**config.mk**
```make
export PLATFORM = sky130hd
export DESIGN_NAME = bus_output_port
export DESIGN_NICKNAME = d
export VERILOG_FILES = /design/src/rtl/pout_pkg.sv /design/src/rtl/pout_decode.sv /design/src/rtl/pout_regs.sv /design/src/rtl/pout_busdrv.sv /design/src/rtl/bus_output_port.sv
export SDC_FILE = /design/constraint.sdc
export NUM_CORES = 1
export LEC_CHECK = 0
export ABC_CLOCK_PERIOD_IN_PS = 1800
export BUFFER_PORTS_ARGS = -buffer_cell sky130_fd_sc_hd__buf_2
export CAP_MARGIN = 20
export CORE_AREA = 2 2 59 61
export CTS_CLUSTER_DIAMETER = 120
export DETAILED_ROUTE_END_ITERATION = 6
export DIE_AREA = 0 0 61 63
export GPL_TIMING_DRIVEN = 0
export PLACE_DENSITY = 0.74
export SLEW_MARGIN = 20
export SYNTH_ARGS = -nofsm -noshare
export SYNTH_HDL_FRONTEND = slang
export SYNTH_HIERARCHICAL = 1
export SYNTH_SLANG_ARGS = --single-unit
```
**constraint.sdc**
```tcl
create_clock -name clk -period 1.8 [get_ports clk]
set_input_delay 0.18 -clock clk [delete_from_list [all_inputs] [get_ports clk]]
set_output_delay 0.18 -clock clk [all_outputs]
set_load 0.05 [all_outputs]
```
**src/rtl/pout_pkg.sv**
```systemverilog
package pout_pkg;
    localparam int LANES  = 16;
    localparam int DATA_W = 12;
    localparam int CTL_W  = 8;
    localparam int CB_WR  = 0;
    localparam int CB_RD  = 1;
    localparam int CB_IEN = 2;

    typedef struct packed {
        logic [CTL_W-1:0]  ctl;
        logic [DATA_W-1:0] data;
        logic              armed;
    } pout_state_t;

    // control bits 0-5 sit on lanes 0-5, bits 6-7 on lanes 8-9
    function automatic logic [CTL_W-1:0] ctl_from_lanes(input logic [LANES-1:0] v);
        return {v[9:8], v[5:0]};
    endfunction
endpackage

```
**src/rtl/pout_decode.sv**
```systemverilog
module pout_decode #(
    parameter int              ADDR_W    = 8,
    parameter logic [ADDR_W-1:0] BASE_ADDR = 8'h40
) (
    input  logic [ADDR_W-1:0] bus_addr,
    input  logic              bus_sel,
    input  logic              bus_rd,
    input  logic              int_ack,
    output logic              ctl_wr,
    output logic              dat_wr,
    output logic              ctl_rd,
    output logic              dat_rd,
    output logic              irq_cyc
);
    logic hit;

    always_comb begin
        hit     = bus_sel && !int_ack && (bus_addr[ADDR_W-1:1] == BASE_ADDR[ADDR_W-1:1]);
        ctl_wr  = hit && !bus_rd && !bus_addr[0];
        dat_wr  = hit && !bus_rd &&  bus_addr[0];
        ctl_rd  = hit &&  bus_rd && !bus_addr[0];
        dat_rd  = hit &&  bus_rd &&  bus_addr[0];
        irq_cyc = int_ack;
    end
endmodule

```
**src/rtl/pout_regs.sv**
```systemverilog
module pout_regs
    import pout_pkg::*;
(
    input  logic              clk,
    input  logic              rst_n,
    input  logic              ctl_wr,
    input  logic              dat_wr,
    input  logic [LANES-1:0]  bus_data_n,
    output logic [CTL_W-1:0]  ctl_o,
    output logic [DATA_W-1:0] data_o,
    output logic              armed_o
);
    pout_state_t st_d, st_q;
    logic [LANES-1:0] wdata;

    always_comb begin
        wdata = ~bus_data_n;
        st_d  = st_q;
        if (ctl_wr) begin
            st_d.ctl   = ctl_from_lanes(wdata);
            st_d.armed = wdata[CB_WR];
        end else if (dat_wr && st_q.armed) begin
            st_d.data  = wdata[DATA_W-1:0];
            st_d.armed = 1'b0;
        end
    end

    always_ff @(posedge clk) begin
        if (!rst_n) st_q <= '0;
        else        st_q <= st_d;
    end

    assign ctl_o   = st_q.ctl;
    assign data_o  = st_q.data;
    assign armed_o = st_q.armed;

    // an unarmed data write leaves the data register untouched
    a_r3_blocked_write: assert property (@(posedge clk) disable iff (!rst_n)
        (dat_wr && !armed_o) |=> $stable(data_o));
    // an accepted data write drops the permission
    a_r4_arm_clears: assert property (@(posedge clk) disable iff (!rst_n)
        (dat_wr && armed_o && !ctl_wr) |=> !armed_o);
    // without any write strobe both registers hold
    a_r6_idle_hold: assert property (@(posedge clk) disable iff (!rst_n)
        (!dat_wr && !ctl_wr) |=> ($stable(data_o) && $stable(ctl_o)));
endmodule

```
**src/rtl/pout_busdrv.sv**
```systemverilog
module pout_busdrv
    import pout_pkg::*;
#(
    parameter int              DEV_W   = 6,
    parameter logic [DEV_W-1:0] DEV_NUM = 6'h15
) (
    input  logic              clk,
    input  logic              rst_n,
    input  logic              ctl_rd,
    input  logic              dat_rd,
    input  logic              irq_cyc,
    input  logic [CTL_W-1:0]  ctl,
    input  logic [DATA_W-1:0] data,
    output logic [LANES-1:0]  out_en,
    output logic [LANES-1:0]  out_val
);
    // three lane groups, each with its own strobe
    logic stb_a, stb_b, stb_c;
    always_comb begin
        stb_a = ctl_rd || dat_rd;
        stb_b = dat_rd;
        stb_c = dat_rd;
    end

    for (genvar i = 0; i < LANES; i++) begin : g_lane
        localparam bit IN_A = (i <= 5) || (i == 8) || (i == 9);
        localparam bit IN_C = (i >= 12);
        localparam int CI   = (i <= 5) ? i : ((i == 8 || i == 9) ? i - 2 : 0);
        localparam int DI   = (i < DATA_W) ? i : 0;
        localparam int NI   = (i < DEV_W) ? i : 0;
        localparam bit IN_N = (i < DEV_W);
        logic stb, lv;
        always_comb begin
            stb = IN_A ? stb_a : (IN_C ? stb_c : stb_b);
            lv  = 1'b0;
            if (irq_cyc) begin
                out_en[i] = IN_N;
                lv        = IN_N ? DEV_NUM[NI] : 1'b0;
            end else begin
                out_en[i] = stb;
                if (dat_rd)      lv = (i < DATA_W) ? data[DI] : 1'b0;
                else if (ctl_rd) lv = IN_A ? ctl[CI] : 1'b0;
            end
            out_val[i] = out_en[i] ? ~lv : 1'b1;
        end
    end

    // control readback uses only lanes 0-5, 8, 9
    a_r7_ctl_lanes: assert property (@(posedge clk) disable iff (!rst_n)
        (ctl_rd && !irq_cyc) |-> (out_en == 16'h033F));
    // data readback drives every lane
    a_r8_data_lanes: assert property (@(posedge clk) disable iff (!rst_n)
        (dat_rd && !irq_cyc) |-> (&out_en));
    // released lanes always read high
    a_r6_release_high: assert property (@(posedge clk) disable iff (!rst_n)
        ((~out_en & ~out_val) == '0));
endmodule

```
**src/rtl/bus_output_port.sv**
```systemverilog
module bus_output_port
    import pout_pkg::*;
#(
    parameter int               ADDR_W    = 8,
    parameter logic [ADDR_W-1:0] BASE_ADDR = 8'h40,
    parameter int               DEV_W     = 6,
    parameter logic [DEV_W-1:0]  DEV_NUM   = 6'h15
) (
    input  logic              clk,
    input  logic              rst_n,
    input  logic [ADDR_W-1:0] bus_addr,
    input  logic              bus_sel,
    input  logic              bus_rd,
    input  logic [15:0]       bus_data_n,
    input  logic              int_ack,
    input  logic              irq_src,
    output logic [15:0]       bus_out_en,
    output logic [15:0]       bus_out_val,
    output logic [11:0]       port_out,
    output logic              wr_armed,
    output logic              irq_req
);
    logic ctl_wr, dat_wr, ctl_rd, dat_rd, irq_cyc;
    logic [CTL_W-1:0] ctl;

    pout_decode #(.ADDR_W(ADDR_W), .BASE_ADDR(BASE_ADDR)) u_dec (
        .bus_addr(bus_addr), .bus_sel(bus_sel), .bus_rd(bus_rd), .int_ack(int_ack),
        .ctl_wr(ctl_wr), .dat_wr(dat_wr), .ctl_rd(ctl_rd), .dat_rd(dat_rd),
        .irq_cyc(irq_cyc));

    pout_regs u_regs (
        .clk(clk), .rst_n(rst_n), .ctl_wr(ctl_wr), .dat_wr(dat_wr),
        .bus_data_n(bus_data_n), .ctl_o(ctl), .data_o(port_out), .armed_o(wr_armed));

    pout_busdrv #(.DEV_W(DEV_W), .DEV_NUM(DEV_NUM)) u_drv (
        .clk(clk), .rst_n(rst_n), .ctl_rd(ctl_rd), .dat_rd(dat_rd), .irq_cyc(irq_cyc),
        .ctl(ctl), .data(port_out), .out_en(bus_out_en), .out_val(bus_out_val));

    assign irq_req = ctl[CB_IEN] && irq_src;

    // no request without the source
    a_r10_irq_src: assert property (@(posedge clk) disable iff (!rst_n)
        irq_req |-> irq_src);
    // interrupt cycle drives no lane above the device number
    a_r9_irq_lanes: assert property (@(posedge clk) disable iff (!rst_n)
        int_ack |-> ((bus_out_en >> DEV_W) == '0));
endmodule

```
* Word-level counts from Yosys, hierarchy flattened
Cells that the tools add are included.
** Word-level totals
- Memories :: 0
- Input bits :: 30
- Bits in latches :: 0
- Register bits after elaboration :: 21
- Bits in writable memories :: 0
- Bits in read-only memories :: 0
** Operators by class
- Reduce and logical (&&, ||, !) cells :: 16
- Multiplexer cells :: 49
- $mul :: 0
- Bitwise operators :: 14
- Magnitude comparators :: 0
- Divide/modulo/power cells :: 0
- Eq/ne operators :: 1
- Shifts and indexed selects :: 0
- Add/sub/neg operators :: 0
** Operators by type and width (number)
- 2-to-1 mux 1 bit :: 49
- NOT 1 bit :: 13
- NOT 12 bit :: 1
- logical AND 1 bit :: 10
- == test 7 x 6 -> 1 bit (second input constant) :: 1
- zero test 1 bit :: 3
- AND reduction 2 bit :: 1
- nonzero test 2 bit :: 1
- logical OR 1 bit :: 1

* Logic depth before layout (Yosys ltp)
- Depth in word-level cells :: 10
- Depth in mapped cells :: 6

* Modules after synthesis
Netlist, hierarchy kept.
** Modules (own cells, without submodules)
- pout_regs :: instances 1, cells each 73, area an instance 809.5 µm²
- pout_busdrv :: instances 1, cells each 41, area an instance 294.0 µm²
- pout_decode :: instances 1, cells each 10, area an instance 77.6 µm²
- bus_output_port :: instances 1, cells each 1, area an instance 6.3 µm²

* Worst setup path before layout
No wires, ideal clock.
- Path kind :: input to output
- Start :: in bus_addr[3]
- End :: out bus_out_val[0]
- Data required time :: 1620 ps
- Buffers on the path :: 1
- Setup slack :: -870 ps
- Cell stages on the path :: 5
- Arrival time :: 2490 ps
- Cell sequence :: or4b_4 > nor4_1 > buf_6 > nor2b_1 > a221oi_1
** RTL lines
- start, declared :: line bus_output_port.sv:11 : input logic [ADDR_W-1:0] bus_addr,
- == test 7 x 6 -> 1 bit (*) :: line pout_decode.sv:18 : hit = bus_sel && !int_ack && (bus_addr[ADDR_W-1:1] == BASE_ADDR[ADDR_W-1:1]);
- logical AND 1 bit (*) :: line pout_decode.sv:18
- logical AND 1 bit (*) (2 in series) :: line pout_decode.sv:22 : dat_rd = hit && bus_rd && bus_addr[0];
- named net dat_rd :: line bus_output_port.sv:23 : logic ctl_wr, dat_wr, ctl_rd, dat_rd, irq_cyc;
- 2-to-1 mux 1 bit :: line pout_busdrv.sv:41 : if (dat_rd) lv = (i < DATA_W) ? data[DI] : 1'b0;
- 2-to-1 mux 1 bit :: line pout_busdrv.sv:36 : if (irq_cyc) begin
- NOT 1 bit :: line pout_busdrv.sv:44 : out_val[i] = out_en[i] ? ~lv : 1'b1;
- 2-to-1 mux 1 bit (*) :: line pout_busdrv.sv:44
- end, declared :: line bus_output_port.sv:18 : output logic [15:0] bus_out_val,
The timed path passes the listed nets; every way through them passes the cells marked *.

* Final worst setup path
- Start :: in bus_addr[7]
- End :: out bus_out_val[8]
The elaborated chain is that of the path after synthesis.

==> results.md <==
* CTS max path bufs at 2
* Per-cell routed wire length at 14.5 um
* Count of buffers inserted at the top-level ports at 67
* Crit path buf inv count at 4
* Number of global-route vias before repair at 1271
* Biggest fanout along the worst timing path at 8
* Post-Synthesis Mean Instance Area at 9.50 um2
* H-tree Lvls at 1
* Number of synthesis warnings at 6
* CP Data Required Time at 1620 ps
* Setup repair after global routing missed its margin: true
* Biggest area consumer among synthesized cells: sky130_fd_sc_hd__dfxtp_1
* Layer carrying the most global-route usage: met2
* Outcome: finished, violations left
* Clock-pin slew reported for the worst setup and hold paths after clock tree synthesis at 120 ps
* Overflow left after global routing at 0
* Iter 0 DRT Violations at 52
* Combinational cell fraction of total power at 20.9%
* Number of nets at the end of the flow at 239
* Share of async-settable or async-resettable flops after synthesis at 0%
* Top FF cell, synth: sky130_fd_sc_hd__dfxtp_1
* Post-route non-filler standard cell count at 254
* Worst Setup Start Kind: primary input
* Met1 routing resource usage after global routing at 22.4%
* Die outline width at 61 um
* Final worst hold slack at 126 ps
* Clock Latency Late Sink at 310 ps
* Global-route wire length before repair at 5730 um
* Cell area power density at 389 mW/mm2
* Total placed cells including tap cells at 241
* Share of the clock period used by the worst path after layout at 114%
* Sequential share of power at 52.6%
* Placement-stage cell area at 0.00185 mm2
* Failing checks: setup timing
* Total routed wirelength at 3680 um
* CTS Root Buffer Type: sky130_fd_sc_hd__clkbuf_4
* Tmin final at 2060 ps
* Final instance area at 0.00227 mm2
* Maximum cell stage delay along the critical path at 550 ps
* Static power due to leakage at 1.00 nW
* Top cell type's share of synthesized area at 35.4%
* Hold violation total from the final report at 0
* Number of synthesized flops with an enable pin at 0
* Setup TNS after final layout at -5580 ps
* Number of buffers inserted during clock tree synthesis at 3
* Number of different library cells in the post-synthesis netlist at 28
* CTS tree: done
* Via/cell ratio at 4.94
* Pint at 0.000627 W
* Final Max Tran Viols at 0
* Die Footprint at 0.00384 mm2
* Switching Power at 0.000257 W
* Clock network fraction of design power at 26.5%
* Most frequent CP cell: sky130_fd_sc_hd__buf_6
* Cells taking the most area after synthesis: sky130_fd_sc_hd__dfxtp_1, sky130_fd_sc_hd__buf_4, sky130_fd_sc_hd__o221a_2
* Core ar. at 0.00323 mm2
* Detailed-route DRC error count at 0
* Top delay family on crit path: simple AND/OR/NAND/NOR gates
* Maximum number of pins on one net before global-route repair at 13
* Fin Clk Skew at 5.36 ps
* Slowest cell on crit path: sky130_fd_sc_hd__or4b_4
* Type of the worst setup path: primary input to output port
* Count of maximum capacitance violations at 0
* Arrival time at the worst endpoint at 1880 ps
* Seq/Total Area, Yosys at 35.4%
* RePlAce Congestion at 0.781
* Row count at 21
* Timing-limited maximum frequency at 486 MHz
* Min-Delay Path Class: primary input to register
* Area growth from synthesis to layout at 91.1%
* Worst-case setup slack after placement at -495 ps
* Number of setup violations in the final report at 39
* Initial antenna violation count at 0
* CTS hold repair buffers at 0
* Starting density of the core at 36.7%
* Met2 demand-to-capacity share in global routing at 34.7%
* Type of destination of the critical path: output port
* Synthesized cell area at 0.00119 mm2
* Number of antenna cells inserted at 0
* Detailed Place HPWL at 2640 um
* CP Cell Sequence: buf_2, or4b_4, nor4_4, buf_6, nor2b_4, clkbuf_16, a32oi_4, buf_6
* Maximum VDD drop at 248 uV
* Post-synthesis sequential element count at 21
* Clk sinks at 21
* GR Util All Layers at 19.5%
* Switching share of total power at 29.1%
* Post-route ant nets at 0
* Met3 routing resource usage after global routing at 1.66%
* Number of ports placed on the die boundary at 76
* Number of iterations in the first detailed-routing pass at 4
* Die extent in y at 63 um
* Final worst slack at -259 ps
* Post-Syn Instances at 125
* Vias at 1256
* Fraction of layout instances using a drive strength above 1 at 69.2%
cells in the final DEF (no fill, tap or decap), types with 2 or more instances in the layout:
cell	count
sky130_fd_sc_hd__inv_1	2
sky130_fd_sc_hd__buf_4	12
sky130_fd_sc_hd__nor4_4	2
sky130_fd_sc_hd__nor4_2	2
sky130_fd_sc_hd__buf_8	18
sky130_fd_sc_hd__a32oi_4	4
sky130_fd_sc_hd__conb_1	4
sky130_fd_sc_hd__o221a_2	12
sky130_fd_sc_hd__nand2_8	2
sky130_fd_sc_hd__buf_12	2
sky130_fd_sc_hd__nor2b_4	3
sky130_fd_sc_hd__o211a_1	8
sky130_fd_sc_hd__buf_6	28
sky130_fd_sc_hd__nand2_1	21
sky130_fd_sc_hd__a221oi_4	3
sky130_fd_sc_hd__buf_2	40
sky130_fd_sc_hd__clkbuf_4	3
sky130_fd_sc_hd__clkbuf_1	2
sky130_fd_sc_hd__dfxtp_1	21
tightest hold or removal path, cell delays in order:
cell and delay (ps):
sky130_fd_sc_hd__buf_2 90, sky130_fd_sc_hd__nand2_1 50, sky130_fd_sc_hd__o211a_1 100
per-stage QoR:
step / power, W / utilization (%)
finish: 0.000884 / 70.2
global route: 0.000915 / 70.2
CTS: 0.000886 / 69.6
detailed placement: 0.000631 / 57.3
global placement: 0.000629 / 57.3
floorplan: 0.000584 / -
power by group through the flow:
stage / clock [W] / sequential (W) / combinational (W)
floorplan: 0 / 0.000475 / 0.000109
CTS: 0.000237 / 0.000465 / 0.000183
global route: 0.000255 / 0.000465 / 0.000194
global placement: 0 / 0.000475 / 0.000153
finish: 0.000234 / 0.000465 / 0.000185
detailed placement: 0 / 0.000475 / 0.000156
routing by layer:
| layer | share of wire [%] | wire length [um] | vias to the layer above |
|---|---|---|---|
| met5 | 0 | 0 | - |
| met4 | 1.8 | 67 | 0 |
| met3 | 3.9 | 142 | 6 |
| met2 | 55 | 2030 | 45 |
| met1 | 39 | 1440 | 595 |
| li1 | - | - | 610 |
cell usage after synthesis, types with 2 or more instances:
cell	number
sky130_fd_sc_hd__buf_4	18
sky130_fd_sc_hd__nand2_1	25
sky130_fd_sc_hd__o211a_1	8
sky130_fd_sc_hd__o221a_2	12
sky130_fd_sc_hd__inv_1	2
sky130_fd_sc_hd__buf_2	2
sky130_fd_sc_hd__clkbuf_1	2
sky130_fd_sc_hd__nor2b_1	3
sky130_fd_sc_hd__nor4_1	4
sky130_fd_sc_hd__nor2_1	2
sky130_fd_sc_hd__dfxtp_1	21
sky130_fd_sc_hd__a221oi_1	3
sky130_fd_sc_hd__buf_6	5
sky130_fd_sc_hd__a32oi_1	4
logic make-up after synthesis:
group / after synthesis / synth area share (%)
buffers and inverters: 29 / 18.2
flip-flops: 21 / 35.4
AND/OR/NAND/NOR: 45 / 21.4
AO/OA/AOI/OAI: 29 / 24.7
other: 1 / 0.316
what timing repair did:
item,in CTS,in global routing
setup buffers,7,2
gates cloned,1,0
hold endpoints to repair,0,0
resized for setup,87,4
endpoints found under the setup margin,40,48
pin swaps,11,2
path summary, 6_finish.rpt:
path / start / to / slack (ps) / cells after the start
hold / removal: bus_data_n[4] / u_regs/ctl_o[4]$_SDFFE_PN0P_ / 130 / 3
setup / recovery: bus_addr[7] / bus_out_val[8] / -260 / 8
hold reg to reg: u_regs/ctl_o[1]$_SDFFE_PN0P_ / u_regs/ctl_o[1]$_SDFFE_PN0P_ / 530 / 1
setup reg to reg: u_regs/armed_o$_SDFFE_PN0P_ / u_regs/data_o[2]$_SDFFE_PN0P_ / 690 / 3
sequential cells by signal, indices dropped and copies added, names as in the netlist:
register,count
u_regs/data_o,12
u_regs/armed_o,1
u_regs/ctl_o,8
final cells by class:
cell class | instances | area (um2)
fill | 233 | 962
multi-input combinational | 78 | 808
timing repair buffer | 76 | 682
sequential | 21 | 420
buffer | 27 | 267
tap | 46 | 57.6
clock buffer | 3 | 22.5
inverter | 2 | 7.51
clock inverter | 1 | 5.00
(Power assumes the default switching activity.)
